===== config.mk =====
export PLATFORM = sky130hd
export DESIGN_NAME = mcell_bank
export DESIGN_NICKNAME = d
export VERILOG_FILES = /design/src/rtl/mcell_pkg.sv /design/src/rtl/mcell_decode.sv /design/src/rtl/mcell_sum.sv /design/src/rtl/mcell_cell.sv /design/src/rtl/mcell_bank.sv
export SDC_FILE = /design/constraint.sdc
export NUM_CORES = 1
export LEC_CHECK = 0
export CAP_MARGIN = 20
export CORE_MARGIN = 2
export CORE_UTILIZATION = 35
export CTS_BUF_LIST = sky130_fd_sc_hd__clkbuf_2
export DETAILED_ROUTE_END_ITERATION = 10
export GPL_ROUTABILITY_DRIVEN = 0
export MAX_ROUTING_LAYER = met4
export PLACE_DENSITY_LB_ADDON = 0.25
export SYNTH_ARGS = -nofsm -noshare
export SYNTH_HDL_FRONTEND = slang
export SYNTH_HIERARCHICAL = 1
export SYNTH_SLANG_ARGS = --single-unit

===== constraint.sdc =====
create_clock -name clk -period 7.2 [get_ports clk]
set_input_delay 2.16 -clock clk [delete_from_list [all_inputs] [get_ports clk]]
set_output_delay 2.16 -clock clk [all_outputs]
set_load 0.03 [all_outputs]

===== src/rtl/mcell_pkg.sv =====
package mcell_pkg;

  typedef enum logic [2:0] {
    CM_INPUT   = 3'd0,
    CM_DEDOUT  = 3'd1,
    CM_CMB_IO  = 3'd2,
    CM_CMB_REG = 3'd3,
    CM_REG     = 3'd4
  } cell_mode_e;

  function automatic cell_mode_e mode_decode(input logic all_comb,
                                             input logic bank_mode,
                                             input logic cell_mode);
    cell_mode_e m;
    unique case ({all_comb, bank_mode, cell_mode})
      3'b010:  m = CM_REG;
      3'b011:  m = CM_CMB_REG;
      3'b111:  m = CM_CMB_IO;
      3'b100:  m = CM_DEDOUT;
      default: m = CM_INPUT;
    endcase
    return m;
  endfunction

endpackage


===== src/rtl/mcell_decode.sv =====
module mcell_decode
  import mcell_pkg::*;
(
  input  logic       all_comb,
  input  logic       bank_mode,
  input  logic       cell_mode,
  output cell_mode_e mode,
  output logic       pt0_is_oe
);
  always_comb begin
    mode      = mode_decode(all_comb, bank_mode, cell_mode);
    pt0_is_oe = (mode == CM_CMB_IO) || (mode == CM_CMB_REG);
  end
endmodule


===== src/rtl/mcell_sum.sv =====
module mcell_sum #(
  parameter int NTERM = 8
) (
  input  logic [NTERM-1:0] terms,
  input  logic [NTERM-1:0] kill,
  input  logic             pt0_is_oe,
  input  logic             invert,
  output logic             func,
  output logic             pt0_en
);
  logic [NTERM-1:0] live;
  logic [NTERM-1:0] sum_mask;

  always_comb begin
    live        = terms & ~kill;
    sum_mask    = '1;
    sum_mask[0] = ~pt0_is_oe;
    func        = (|(live & sum_mask)) ^ invert;
    pt0_en      = live[0];
  end
endmodule


===== src/rtl/mcell_cell.sv =====
module mcell_cell
  import mcell_pkg::*;
#(
  parameter int NTERM = 8
) (
  input  logic             clk,
  input  logic             rst,
  input  logic             all_comb,
  input  logic             bank_mode,
  input  logic             cell_mode,
  input  logic             invert,
  input  logic [NTERM-1:0] terms,
  input  logic [NTERM-1:0] kill,
  input  logic             oe_in,
  input  logic             pad_in,
  output logic             out_val,
  output logic             out_oe,
  output logic             fb
);
  cell_mode_e mode;
  logic       pt0_is_oe;
  logic       func;
  logic       pt0_en;
  logic       q;

  mcell_decode u_dec (
    .all_comb (all_comb),
    .bank_mode(bank_mode),
    .cell_mode(cell_mode),
    .mode     (mode),
    .pt0_is_oe(pt0_is_oe)
  );

  mcell_sum #(.NTERM(NTERM)) u_sum (
    .terms    (terms),
    .kill     (kill),
    .pt0_is_oe(pt0_is_oe),
    .invert   (invert),
    .func     (func),
    .pt0_en   (pt0_en)
  );

  always_ff @(posedge clk) begin
    if (rst)                q <= 1'b0;
    else if (mode == CM_REG) q <= func;
  end

  always_comb begin
    unique case (mode)
      CM_REG: begin
        out_val = q;
        out_oe  = oe_in;
        fb      = q;
      end
      CM_CMB_REG, CM_CMB_IO: begin
        out_val = func;
        out_oe  = pt0_en;
        fb      = func;
      end
      CM_DEDOUT: begin
        out_val = func;
        out_oe  = 1'b1;
        fb      = func;
      end
      default: begin
        out_val = 1'b0;
        out_oe  = 1'b0;
        fb      = pad_in;
      end
    endcase
  end

  AST_REG_LOAD: assert property (@(posedge clk) disable iff (rst)
    (mode == CM_REG) |=> (q == $past(func)));
  AST_HOLD_Q: assert property (@(posedge clk) disable iff (rst)
    (mode != CM_REG) |=> $stable(q));
  AST_FORCE_COMB: assert property (@(posedge clk) disable iff (rst)
    all_comb |-> (mode != CM_REG));
  AST_REG_FB: assert property (@(posedge clk) disable iff (rst)
    (mode == CM_REG) |-> (fb == q && out_val == q && out_oe == oe_in));
  AST_INPUT_OFF: assert property (@(posedge clk) disable iff (rst)
    (mode == CM_INPUT) |-> (!out_oe && !out_val && fb == pad_in));
  AST_DEDOUT_ON: assert property (@(posedge clk) disable iff (rst)
    (mode == CM_DEDOUT) |-> out_oe);
endmodule


===== src/rtl/mcell_bank.sv =====
module mcell_bank #(
  parameter int NCELL = 8,
  parameter int NTERM = 8
) (
  input  logic                   clk,
  input  logic                   rst,
  input  logic                   cfg_all_comb,
  input  logic                   cfg_bank_mode,
  input  logic [NCELL-1:0]       cfg_cell_mode,
  input  logic [NCELL-1:0]       cfg_invert,
  input  logic [NCELL*NTERM-1:0] cfg_kill,
  input  logic [NCELL*NTERM-1:0] term_in,
  input  logic                   oe_in,
  input  logic [NCELL-1:0]       pad_in,
  output logic [NCELL-1:0]       cell_val,
  output logic [NCELL-1:0]       cell_oe,
  output logic [NCELL-1:0]       cell_fb
);
  for (genvar n = 0; n < NCELL; n++) begin : g_cell
    mcell_cell #(.NTERM(NTERM)) u_cell (
      .clk      (clk),
      .rst      (rst),
      .all_comb (cfg_all_comb),
      .bank_mode(cfg_bank_mode),
      .cell_mode(cfg_cell_mode[n]),
      .invert   (cfg_invert[n]),
      .terms    (term_in[n*NTERM +: NTERM]),
      .kill     (cfg_kill[n*NTERM +: NTERM]),
      .oe_in    (oe_in),
      .pad_in   (pad_in[n]),
      .out_val  (cell_val[n]),
      .out_oe   (cell_oe[n]),
      .fb       (cell_fb[n])
    );
  end
endmodule


==> run metrics <==
Tot GR Track Use 18.5%; R2R Path Start g_cell[4].u_cell/q; Final Hold Viols 0; Crit-path slowest cell clkdlybuf4s50_1; CTS Buf Count 3; crit share post-route 91.4%; post-DP HPWL 5.63 mm; R2R Setup Slk 6540 ps; vias per cell 4.86; Root Buffer clkbuf_2; vias in the first global route 2271; clock tree buffer depth 2; DRC Markers 0; CP peak stage delay 690 ps; CTS tree yes; Max-slew headroom 69.8%; post-synthesis sequential area ratio 7.51%; fin cells 516; Warnings, synthesis 6; Setup crit start kind input pin; core area 5920 um2; status finished, final reports clean; sw power 120 uW; Post-Syn Area 2130 um2; clock power share 9.3%; Hold-fix buffers, CTS 0; largest net degree at the start of global routing 41; unrepaired setup endpoints after global routing false; Post-CTS Setup Inserts 0; Post-synth top cells nand2b_1, inv_1; Netlist cell types 21; Comb pwr share 76.1%; Setup crit end kind primary output; hold endpoint g_cell[7].u_cell/q; setup violators final 0; fin nets 600; #FFs+latches synth 8; Detailed Route Iter0 Violations 28; H-tree levels 1; Pwr Total 317 uW; number of antenna repair diodes 0; Internal 197 uW; initial antenna violation count 0; Pre-Repair DR Iteration Count 4; cell with the most instances after synthesis nand2b_1; setup TNS 0 ps; Syn-to-layout area delta 88.4%; Top Layer Used met4; pwr dens 79.0 nW/um2; gr ovfl total 0; Setup CP Type input pin to primary output; number of flip-flops in the largest register 8; measured slew at the worst slew-check pin 451 ps; clk sink count 8; Largest regs g_cell.u_cell/q: 8 flops; Die Ht 82.1 um; Area contributors post-synth nor2b_4, nand2b_1, nor3b_2, nor4_4, dfxtp_1; post-synth top area share 10.3%; wl on met1 2.48 mm; Switching Share 37.9%; FMAX 0.152 GHz; IO buf count 180; Initial Util 36.0%; row cnt 28; WP data required 5040 ps; Mapped Cells 256; max capacitance violation total 0; first-pass GRT wire length 9.81 mm; ys flop type dfxtp_1; antenna-violating nets left 0; sequential share of power 14.6%; met2 wire length 3.48 mm; ratio of cells with drive above 1 in the final layout 19.3%; clock skew 0 ps; Max VDD drop 83.3 uV; Syn Nets 413; crit-path max FO 40; ordered list of cells on the worst path clkdlybuf4s50_1, buf_4, nor3b_2, nor3b_2, o2bb2ai_1, clkdlybuf4s50_1; Biggest register g_cell.u_cell/q; vias 2506; Clock transition at path regs 90 ps; Post-Syn Area per Cell 8.33 um2; Die Wd 82.1 um; worst hold path stage count 2; post-layout minimum cycle time 6580 ps; routed wire length per instance 12.4 um; DIE AREA 6730 um2; post-CTS sizing 0; drt total wl 6.39 mm; P_leak 0.00155 uW; max-slew violations 0; reg2reg path depth 2; DP Cell Count 513; routed wl met3 396 um; top cell type by total area after synthesis nor2b_4; worst-skew pair later-pin latency 240 ps; reg2reg end g_cell[4].u_cell/q; EDFF count, synth 0; CP arrival 4420 ps; Post-synth ARST share 0%; Hold Crit Start g_cell[7].u_cell/q; Min-Delay Path Class flip-flop to flip-flop; I/O pins 181
worst max-delay path, delay by kind of cell:
family                 cells  cell delay (ps)
buffers and inverters      3             1430
and+or+nand+nor            2              680
AOI/OAI and AO/OA          1              150
cells by family after synthesis:
| logic type | share of synthesized area [%] |
|---|---|
| flip-flops | 7.51 |
| multiplexers | 7.51 |
| buffers and inverters | 4.23 |
| XOR/XNOR | 3.29 |
| AO/OA/AOI/OAI | 15.0 |
| AND/OR/NAND/NOR | 62.4 |
power by group through the flow:
stage               clock network, uW  registers [uW]  logic (uW)
floorplan                           0            47.1         113
global placement                    0            47.3         239
detailed placement                  0            47.3         243
CTS                              32.4            46.3         244
global route                     34.1            46.4         260
finish                           29.5            46.3         241
metal layers:
metal | vias up | GRT usage [%]
met3 | 4 | 2.97
met5 | - | -
met4 | 0 | 1.33
met1 | 1122 | 21.2
met2 | 79 | 35.1
li1 | 1301 | -
layout by cell type (no fill, tap or decap), types with 16 or more instances in the layout:
| master | instances |
|---|---|
| nor3b_2 | 16 |
| buf_4 | 18 |
| and2_2 | 16 |
| nand3b_1 | 16 |
| nor2b_4 | 16 |
| inv_1 | 24 |
| nor2_1 | 16 |
| clkdlybuf4s50_1 | 164 |
| mux2i_1 | 16 |
| nand2b_1 | 32 |
metrics by stage:
stage / hold WS, ps / cell area [um2] / util, % / setup WS [ps]
after floorplan: 460 / 2130 / - / 1590
after global placement: 484 / 4000 / 67.6 / 690
after detailed placement: 487 / 4000 / 67.6 / 622
after CTS: 514 / 4020 / 67.9 / 618
after global routing: 548 / 4020 / 67.9 / 438
final: 508 / 4020 / 67.9 / 617
layout make-up:
| type | instances | area, um2 |
|---|---|---|
| fillers | 509 | 1900 |
| multi-input cells | 224 | 1880 |
| repair buffers | 182 | 1780 |
| flip-flops and latches | 8 | 160 |
| well taps | 75 | 93.8 |
| inverters | 24 | 90.1 |
| clock buffers | 3 | 15.0 |
worst max path at each step:
stage / from / end
final: cfg_bank_mode / cell_oe[4]
after global routing: cfg_bank_mode / cell_oe[4]
after CTS: cfg_bank_mode / cell_oe[3]
after detailed placement: cfg_bank_mode / cell_oe[7]
after floorplan: term_in[0] / cell_fb[0]
after global placement: cfg_bank_mode / cell_oe[2]
(Power assumes the default switching activity.)
